--- config.mk ---
export PLATFORM = sky130hd
export DESIGN_NAME = idct4_recon
export DESIGN_NICKNAME = d
export VERILOG_FILES = /design/src/rtl/idct4_recon_pkg.sv /design/src/rtl/idct4_butterfly.sv /design/src/rtl/idct4_ctrl.sv /design/src/rtl/idct4_datapath.sv /design/src/rtl/idct4_recon.sv
export SDC_FILE = /design/constraint.sdc
export NUM_CORES = 2
export LEC_CHECK = 0
export ABC_CLOCK_PERIOD_IN_PS = 20400
export BUFFER_PORTS_ARGS = -buffer_cell sky130_fd_sc_hd__buf_2
export CORE_UTILIZATION = 40
export CTS_BUF_LIST = sky130_fd_sc_hd__clkbuf_4 sky130_fd_sc_hd__clkbuf_8 sky130_fd_sc_hd__clkbuf_16
export DETAILED_ROUTE_END_ITERATION = 8
export PLACE_DENSITY = 0.62
export SYNTH_ARGS = -nofsm -noshare
export SYNTH_HDL_FRONTEND = slang
export SYNTH_SLANG_ARGS = --single-unit
--- constraint.sdc ---
create_clock -name clk -period 20.4 [get_ports clk]
set_input_delay 4.08 -clock clk [delete_from_list [all_inputs] [get_ports clk]]
set_output_delay 4.08 -clock clk [all_outputs]
set_load 0.02 [all_outputs]
--- src/rtl/idct4_recon_pkg.sv ---
package idct4_recon_pkg;
  localparam int DIM   = 4;
  localparam int CELLS = DIM * DIM;
  localparam int IDX_W = $clog2(DIM);

  // strobes from control to datapath
  typedef struct packed {
    logic             load;
    logic             colPass;
    logic             rowPass;
    logic [IDX_W-1:0] idx;
  } ctrl_t;
endpackage

--- src/rtl/idct4_butterfly.sv ---
module idct4_butterfly #(
  parameter int W            = 16,
  parameter int SIN_K        = 8867,
  parameter int SIN_PRESHIFT = 2,
  parameter int COS_K        = 20091
) (
  input  logic [3:0][W-1:0] xIn,
  output logic [3:0][W-1:0] yOut
);
  localparam logic signed [W-1:0] SIN_KW = SIN_K[W-1:0];
  localparam logic signed [W-1:0] COS_KW = COS_K[W-1:0];

  // upper half of a signed W x W product
  function automatic logic [W-1:0] mulHigh(input logic [W-1:0] v,
                                           input logic signed [W-1:0] k);
    logic signed [2*W-1:0] prod;
    prod = $signed(v) * k;
    return prod[2*W-1:W];
  endfunction

  function automatic logic [W-1:0] sinTerm(input logic [W-1:0] v);
    logic [W-1:0] pre;
    pre = v << SIN_PRESHIFT;
    return mulHigh(pre, SIN_KW);
  endfunction

  function automatic logic [W-1:0] cosTerm(input logic [W-1:0] v);
    return v + mulHigh(v, COS_KW);
  endfunction

  logic [W-1:0] evenSum, evenDiff, oddC, oddD;

  always_comb begin
    evenSum  = xIn[0] + xIn[2];
    evenDiff = xIn[0] - xIn[2];
    oddC     = sinTerm(xIn[1]) - cosTerm(xIn[3]);
    oddD     = cosTerm(xIn[1]) + sinTerm(xIn[3]);
    yOut[0]  = evenSum + oddD;
    yOut[1]  = evenDiff + oddC;
    yOut[2]  = evenDiff - oddC;
    yOut[3]  = evenSum - oddD;
  end
endmodule

--- src/rtl/idct4_ctrl.sv ---
module idct4_ctrl
  import idct4_recon_pkg::*;
(
  input  logic  clk,
  input  logic  rstN,
  input  logic  startIn,
  output ctrl_t ctrl,
  output logic  busyOut,
  output logic  doneOut
);
  typedef enum logic [1:0] {ST_IDLE, ST_COLS, ST_ROWS} state_t;

  state_t           state;
  logic [IDX_W-1:0] stepCnt;
  logic             lastStep;

  assign lastStep = (stepCnt == IDX_W'(DIM - 1));

  always_ff @(posedge clk or negedge rstN) begin
    if (!rstN) begin
      state   <= ST_IDLE;
      stepCnt <= '0;
      doneOut <= 1'b0;
    end else begin
      doneOut <= 1'b0;
      case (state)
        ST_IDLE: begin
          stepCnt <= '0;
          if (startIn) state <= ST_COLS;
        end
        ST_COLS: begin
          stepCnt <= stepCnt + 1'b1;
          if (lastStep) state <= ST_ROWS;
        end
        ST_ROWS: begin
          stepCnt <= stepCnt + 1'b1;
          if (lastStep) begin
            state   <= ST_IDLE;
            doneOut <= 1'b1;
          end
        end
        default: state <= ST_IDLE;
      endcase
    end
  end

  always_comb begin
    ctrl.load    = (state == ST_IDLE) && startIn;
    ctrl.colPass = (state == ST_COLS);
    ctrl.rowPass = (state == ST_ROWS);
    ctrl.idx     = stepCnt;
  end

  assign busyOut = (state != ST_IDLE);
endmodule

--- src/rtl/idct4_datapath.sv ---
module idct4_datapath
  import idct4_recon_pkg::*;
#(
  parameter int COEF_W       = 16,
  parameter int PIX_W        = 8,
  parameter int SIN_K        = 8867,
  parameter int SIN_PRESHIFT = 2,
  parameter int COS_K        = 20091,
  parameter int ROUND_SHIFT  = 3
) (
  input  logic                      clk,
  input  logic                      rstN,
  input  ctrl_t                     ctrl,
  input  logic [CELLS*COEF_W-1:0]   coefIn,
  input  logic [CELLS*PIX_W-1:0]    predIn,
  output logic [CELLS*PIX_W-1:0]    pixOut
);
  localparam logic [COEF_W-1:0] ROUND_ADD = COEF_W'(1 << (ROUND_SHIFT - 1));

  logic [CELLS-1:0][COEF_W-1:0] coefReg;
  logic [CELLS-1:0][COEF_W-1:0] midReg;
  logic [CELLS-1:0][PIX_W-1:0]  predReg;
  logic [CELLS-1:0][PIX_W-1:0]  pixReg;

  logic [3:0][COEF_W-1:0] bfIn, bfOut;
  logic [3:0][PIX_W-1:0]  pixNext;

  // column step reads a coefficient column, row step reads a mid-result row
  always_comb begin
    for (int k = 0; k < DIM; k++) begin
      if (ctrl.colPass) bfIn[k] = coefReg[k*DIM + int'(ctrl.idx)];
      else              bfIn[k] = midReg[int'(ctrl.idx)*DIM + k];
    end
  end

  idct4_butterfly #(
    .W(COEF_W), .SIN_K(SIN_K), .SIN_PRESHIFT(SIN_PRESHIFT), .COS_K(COS_K)
  ) u_bfly (
    .xIn(bfIn),
    .yOut(bfOut)
  );

  // round, add prediction, clamp: one lane per column of the current row
  for (genvar k = 0; k < DIM; k++) begin : g_recon
    logic [COEF_W-1:0]        rounded;
    logic signed [COEF_W-1:0] resid;
    logic signed [COEF_W-1:0] total;
    logic [PIX_W-1:0]         predSel;

    always_comb begin
      predSel = predReg[int'(ctrl.idx)*DIM + k];
      rounded = bfOut[k] + ROUND_ADD;
      resid   = $signed(rounded) >>> ROUND_SHIFT;
      total   = resid + $signed({{(COEF_W-PIX_W){1'b0}}, predSel});
      if (total[COEF_W-1])               pixNext[k] = '0;
      else if (|total[COEF_W-2:PIX_W])   pixNext[k] = '1;
      else                               pixNext[k] = total[PIX_W-1:0];
    end
  end

  always_ff @(posedge clk or negedge rstN) begin
    if (!rstN) begin
      coefReg <= '0;
      predReg <= '0;
      midReg  <= '0;
      pixReg  <= '0;
    end else begin
      if (ctrl.load) begin
        coefReg <= coefIn;
        predReg <= predIn;
      end
      if (ctrl.colPass) begin
        for (int k = 0; k < DIM; k++)
          midReg[k*DIM + int'(ctrl.idx)] <= bfOut[k];
      end
      if (ctrl.rowPass) begin
        for (int k = 0; k < DIM; k++)
          pixReg[int'(ctrl.idx)*DIM + k] <= pixNext[k];
      end
    end
  end

  assign pixOut = pixReg;
endmodule

--- src/rtl/idct4_recon.sv ---
module idct4_recon
  import idct4_recon_pkg::*;
#(
  parameter int COEF_W       = 16,
  parameter int PIX_W        = 8,
  parameter int SIN_K        = 8867,
  parameter int SIN_PRESHIFT = 2,
  parameter int COS_K        = 20091,
  parameter int ROUND_SHIFT  = 3
) (
  input  logic                    clk,
  input  logic                    rstN,
  input  logic                    startIn,
  input  logic [16*COEF_W-1:0]    coefIn,
  input  logic [16*PIX_W-1:0]     predIn,
  output logic                    busyOut,
  output logic                    doneOut,
  output logic [16*PIX_W-1:0]     pixOut
);
  ctrl_t ctrl;

  idct4_ctrl u_ctrl (
    .clk(clk), .rstN(rstN), .startIn(startIn),
    .ctrl(ctrl), .busyOut(busyOut), .doneOut(doneOut)
  );

  idct4_datapath #(
    .COEF_W(COEF_W), .PIX_W(PIX_W), .SIN_K(SIN_K),
    .SIN_PRESHIFT(SIN_PRESHIFT), .COS_K(COS_K), .ROUND_SHIFT(ROUND_SHIFT)
  ) u_dp (
    .clk(clk), .rstN(rstN), .ctrl(ctrl),
    .coefIn(coefIn), .predIn(predIn), .pixOut(pixOut)
  );
endmodule

# Word level (Yosys, flattened, before mapping)
# Cells that the tools add are included.
word_totals:
  register_bits: 773
op_classes:
  add_sub_neg: 25
  reduce_logical: 18
  n_mux: 76
  n_eq_ne: 6
  n_mul: 4
  magnitude_cmp: 16
op_table:
  columns: ["cell", "n"]
  rows:
  - ["256-bit bitwise mux", 4]
  - ["128-bit bitwise mux", 4]
  - ["16-bit binary-select mux with 4-bit select", 6]
  - ["16-bit 2-to-1 mux", 22]
  - ["16-bit demux with 4-bit select", 3]
  - ["32-bit by 1-bit greater-or-equal comparator with 1-bit output (second input constant)", 6]
  - ["32-bit by 6-bit less-than comparator with 1-bit output (second input constant)", 5]
  - ["8-bit 2-to-1 mux", 19]
  - ["16-bit adder", 6]
  - ["8-bit binary-select mux with 4-bit select", 3]
  - ["8-bit demux with 4-bit select", 3]
  - ["16-bit by 3-bit adder with 16-bit output (second input constant)", 4]
  - ["16-bit binary-select mux with 2-bit select", 2]
  - ["16-bit by 16-bit multiplier with 32-bit output (second input constant)", 2]
  - ["16-bit subtractor", 4]
  - ["14-bit by 15-bit multiplier with 29-bit output (second input constant)", 2]
  - ["13-bit by 9-bit adder with 14-bit output", 4]
  - ["16-bit demux with 2-bit select", 1]
  - ["7-bit OR reduction", 4]
  - ["8-bit binary-select mux with 2-bit select", 1]
  - ["8-bit demux with 2-bit select", 1]
  - ["4-bit by 2-bit adder with 5-bit output (first input constant)", 2]
  - ["4-bit by 2-bit adder with 5-bit output (second input constant)", 2]
  - ["4-bit by 5-bit less-than comparator with 1-bit output (second input constant)", 2]
  - ["other kinds (19)", 33]

# Depth between registers and ports, before layout
logic_depth:
  word_depth: 18
  ltp_mapped: 60

# By module
# Synthesis repeated with hierarchy kept, for this count alone.
unflattened:
  cells_unflattened: 5218
  area_unflattened_um2: 59956.3
by_module_without_submodules:
  columns: ["mod", "area_per_inst_um2", "seq_area_each_um2", "cells_each", "instances"]
  rows:
  - ["idct4_datapath", 36655.2, 19218.4, 2624, 1]
  - ["idct4_butterfly", 22988.3, 0.0, 2563, 1]
  - ["idct4_ctrl", 312.8, 125.1, 31, 1]

# Worst setup path before layout
# No wires, ideal clock.
synth_timing:
  path_type: "reg-to-reg"
  start: "register u_ctrl.stepCnt[0]"
  end: "register u_dp.pixReg (netlist bit u_dp.pixOut[37])"
  setup_slack_ps: 6741
  path_buffers: 7
  t_required_ps: 20273
  setup_time_ps: 127
  path_stages_with_launch: 56
  arrival_ps: 13532
  path_cell_list: "dfrtp_1 -> clkbuf_1 -> buf_2 -> clkbuf_1 -> buf_1 -> mux4_2 -> mux2i_1 -> inv_1 -> ha_1 -> inv_1 -> fa_1 -> inv_1 -> fa_1 -> fa_1 -> fa_1 -> inv_1 -> fa_1 -> inv_1 -> [20 not listed] -> clkbuf_1 -> inv_1 -> a221o_1 -> nor3_1 -> nor2_1 -> nand2_1 -> xor2_1 -> ha_1 -> nand2_1 -> o21ai_0 -> nor2b_1 -> buf_1 -> a32o_1 -> mux2i_1 -> clkbuf_1 -> nand4_1 -> nand3_1 -> o21ai_0"
synth_between:
  elab_chain_len: 18
  word_cells_on_any_way: 101
  classes_between: "24 x add/sub; 4 x mul; 8 x order compare; 57 x mux; 8 x reduce/logical"
synth_rtl:
  columns: ["element", "line", "text"]
  rows:
  - ["start, declared", "idct4_ctrl.sv:14", "logic [IDX_W-1:0] stepCnt;"]
  - ["start signal, assigned", "idct4_ctrl.sv:32", "stepCnt <= stepCnt + 1'b1;"]
  - ["start signal, assigned", "idct4_ctrl.sv:36", "stepCnt <= stepCnt + 1'b1;"]
  - ["4-bit by 1-bit adder with 5-bit output / 3-bit by 2-bit adder with 4-bit output (equally long branches)", null, null]
  - ["16-bit binary-select mux with 4-bit select, on equally long branches", "idct4_datapath.sv:32, idct4_datapath.sv:31", null]
  - ["16-bit 2-to-1 mux, on equally long branches (2 in a row)", "idct4_datapath.sv:32, idct4_datapath.sv:31", null]
  - ["16-bit 2-to-1 mux", "idct4_datapath.sv:31", "if (ctrl.colPass) bfIn[k] = coefReg[k*DIM + int'(ctrl.idx)];"]
  - ["16-bit by 16-bit multiplier with 32-bit output", "idct4_butterfly.sv:17", "prod = $signed(v) * k;"]
  - ["16-bit adder", "idct4_butterfly.sv:28", "return v + mulHigh(v, COS_KW);"]
  - ["16-bit adder", "idct4_butterfly.sv:37", "oddD = cosTerm(xIn[1]) + sinTerm(xIn[3]);"]
  - ["16-bit adder", "idct4_butterfly.sv:38", "yOut[0] = evenSum + oddD;"]
  - ["16-bit by 3-bit adder with 16-bit output", "idct4_datapath.sv:52", "rounded = bfOut[k] + ROUND_ADD;"]
  - ["13-bit by 9-bit adder with 14-bit output", "idct4_datapath.sv:54", "total = resid + $signed({{(COEF_W-PIX_W){1'b0}}, predSel});"]
  - ["7-bit OR reduction", "idct4_datapath.sv:56", "else if (|total[COEF_W-2:PIX_W]) pixNext[k] = '1;"]
  - ["8-bit 2-to-1 mux", "idct4_datapath.sv:56", null]
  - ["8-bit 2-to-1 mux", "idct4_datapath.sv:55", "if (total[COEF_W-1]) pixNext[k] = '0;"]
  - ["128-bit bitwise mux (3 in a row)", "idct4_datapath.sv:78", "pixReg[int'(ctrl.idx)*DIM + k] <= pixNext[k];"]
  - ["128-bit bitwise mux *", "idct4_datapath.sv:78", null]
  - ["end signal, assigned by index", "idct4_datapath.sv:78", null]
  - ["end, declared", "idct4_datapath.sv:23", "logic [CELLS-1:0][PIX_W-1:0] pixReg;"]
# Mark *: on every way between the ends. The rest lies on a longest branch, timed or not. The select of a mux whose other input is x is not followed.
# A chain may end at the register's enable or synchronous reset.

# Final worst setup path
layout_timing:
  start: "register u_ctrl.stepCnt[1]"
  end: "register u_dp.pixReg (netlist bit u_dp.pixOut[83])"
# Same word-level chain as after synthesis.

==> results.yml <==
sta:
  finalMaxSlewViolations: 0
  setup_tns_ns: 0
  hold_ws_ns: 0.474
  fin_worst_skew_ns: 0.0686
  min_period_ns: 15.42
  finalSetupViolations: 0
  worst_pin_slew_ns: 1.42
  hold_violations: 0
  timing.slew.headroom_pct: 4.64
  rsz0062_at_grt: "false"
  finalCritPeriodShare_pct: 75.6
  clock.fmax_mhz: 64.8
worst_setup_path:
  crit_required_ns: 20.97
  worstSetupPathType: "register to register"
  r2r-end: "u_dp.pixOut[83]$_DFFE_PN0P_"
  endpoint_kind: "register"
  worst-path-max-fanout: 45
  r2r_slack_ns: 4.98
  slowest_delay_ns: 0.95
  cp-startpoint: "u_ctrl.stepCnt[1]$_DFFE_PN0P_"
  slowest_stage: "nor4_1"
  r2r-start: "u_ctrl.stepCnt[1]$_DFFE_PN0P_"
  r2r_cells: 45
  cp-start-kind: "register"
  arrival_ns: 15.99
drt:
  wl_met3_um: 10700
  ant_nets: 0
  dr.pass1.iters: 6
  route.met2.wl_um: 84300
  wire_per_inst_um: 22.2
  wl_met1_um: 70300
  vias_per_cell: 5.35
  wirelength_um: 172000
  drc: 0
  drtIter0Drc: 2535
  topRoutingLayerUsed: "met5"
  vias: 41400
global_route:
  grt.total_usage_pct: 23.8
  grt_max_degree: 197
  grt_pass1_wl_um: 263000
  grt_pass1_vias: 43500
  antenna_found_initial: 19
  grt_remaining_overflow: 0
layout:
  final_cell_mix: "767 x dfrtp_1, 700 x inv_1, 616 x ha_1"
  multi_input_area_um2: 35200
  finalNetCount: 7109
  instances_no_fill: 7738
  fin_util_pct: 45.8
  fillers: 13500
  areaGrowthSynthToFinish_pct: 13.8
  area.sequential_um2: 19300
  drive_above_1_share_pct: 24.3
  final_common_cell: "dfrtp_1"
clock_network:
  cts_setup_buffers: 0
  postCtsHoldBufs: 0
  cts_max_path_buffers: 3
  cts-root-buf: "clkbuf_16"
  cts_buffers: 87
  clk_pin_slew_ns: 0.06
  cts.repair.resized: 0
  clock_sinks: 769
  h-tree-depth: 3
  clk_latency_ns: 0.72
  cts_tree: "yes"
job:
  cap_violations: 0
floorplanning:
  std_cell_rows: 139
  fp.dieArea_um2: 146000
  pin_count: 517
  die_w_um: 382
  chipHeight_um: 382
  coreArea_um2: 143000
  start_util_pct: 40.2
synth:
  synth-seq-cells: 769
  synth_area_um2: 57700
  yosysWarningCount: 0
  syn-instance-count: 5273
  syn_avg_cell_area_um2: 10.9
  synth_edf_count: 0
  syn_nets: 6625
  async_flop_share_pct: 100
  synth_cell_type_count: 89
  ys_seq_area_share_pct: 33.3
  synth-main-ff-cell: "dfrtp_1"
place:
  hpwlAfterDp_um: 135000
  dp.cells: 7571
  port_buffers: 516
  gp_congestion: 0.946
status:
  outcome: "completed"
min_path:
  holdCritPathClass: "register to register"
  min_to: "u_dp.midReg[242]$_DFFE_PN0P_"
  hp-start: "u_dp.midReg[242]$_DFFE_PN0P_"
  hold_path_depth: 2
-- registers in the layout, summed over array words and instances, names as in the netlist --
name,flops
u_dp.coefReg,256
u_ctrl.state,2
u_ctrl.doneOut,1
u_dp.midReg,252
u_dp.pixOut,128
u_ctrl.stepCnt,2
u_dp.predReg,128
-- synthesized netlist by cell type (33+ instances only) --
cell	instances	area, um2
dfrtp_1	769	19200
inv_1	700	2630
ha_1	617	7720
nand2_1	450	1690
mux2_2	447	5030
o21ai_0	405	2030
fa_1	348	6970
nor2_1	159	597
clkbuf_1	158	593
mux4_2	154	3470
a21oi_1	150	751
xnor2_1	126	1100
xor2_1	68	596
mux2i_1	56	561
a21o_1	53	398
nor3_1	50	250
o21a_1	40	300
nor2b_1	33	206
-- through the flow --
step | cell area, um2 | setup WS [ns]
finish | 65700 | 4.98
floorplan | 57700 | 6.74
global placement | 62700 | 5.34
global route | 65700 | 4.16
detailed placement | 62700 | 5.14
CTS | 65700 | 5.12
-- how the worst max path moves through the flow --
stage / endpoint / cells past startpoint
after floorplan: u_dp.pixOut[37]$_DFFE_PN0P_ / 55
after global placement: u_dp.pixOut[16]$_DFFE_PN0P_ / 47
after detailed placement: u_dp.pixOut[83]$_DFFE_PN0P_ / 49
after CTS: u_dp.pixOut[115]$_DFFE_PN0P_ / 49
after global routing: u_dp.pixOut[67]$_DFFE_PN0P_ / 44
final: u_dp.pixOut[83]$_DFFE_PN0P_ / 45
-- cells by family after synthesis --
| family | count (synthesis) | synth area share [%] |
|---|---|---|
| AOI/OAI and AO/OA | 873 | 9.28 |
| buffers and inverters | 898 | 5.86 |
| muxes | 658 | 15.7 |
| adders and majority gates | 965 | 25.4 |
| xor gates and xnor gates | 199 | 3.14 |
| DFF | 769 | 33.3 |
| and+or+nand+nor | 911 | 7.21 |
-- per-layer routing --
| metal | vias to the layer above | track usage [%] |
|---|---|---|
| met5 | - | 0 |
| met4 | 24 | 8.69 |
| met3 | 265 | 4.73 |
| met2 | 1099 | 40.2 |
| met1 | 20900 | 30.0 |
| li1 | 19000 | - |
-- critical path, delay by kind of cell, from the launching register on --
family                     cells  cell delay [ns]
adders and majority gates     11             4.52
AOI/OAI and AO/OA             15             3.68
DFF                            1             0.91
xor gates and xnor gates       2             0.42
buffers and inverters          7             1.36
and+or+nand+nor                8             3.31
muxes                          2             1.00
-- cell type report --
cell class / instances / share of cell area [%]
multi-input cells: 3606 / 53.5
flip-flops and latches: 769 / 29.3
well taps: 1903 / 3.62
clock inverters: 37 / 0.665
clock buffers: 125 / 3.96
inverters: 703 / 4.02
repair buffers: 590 / 4.89
diodes: 5 / 0.0190
Power is left out: the tool's default activity adds up to more than one toggle a clock period on the data nets, which glitch-free logic cannot reach.
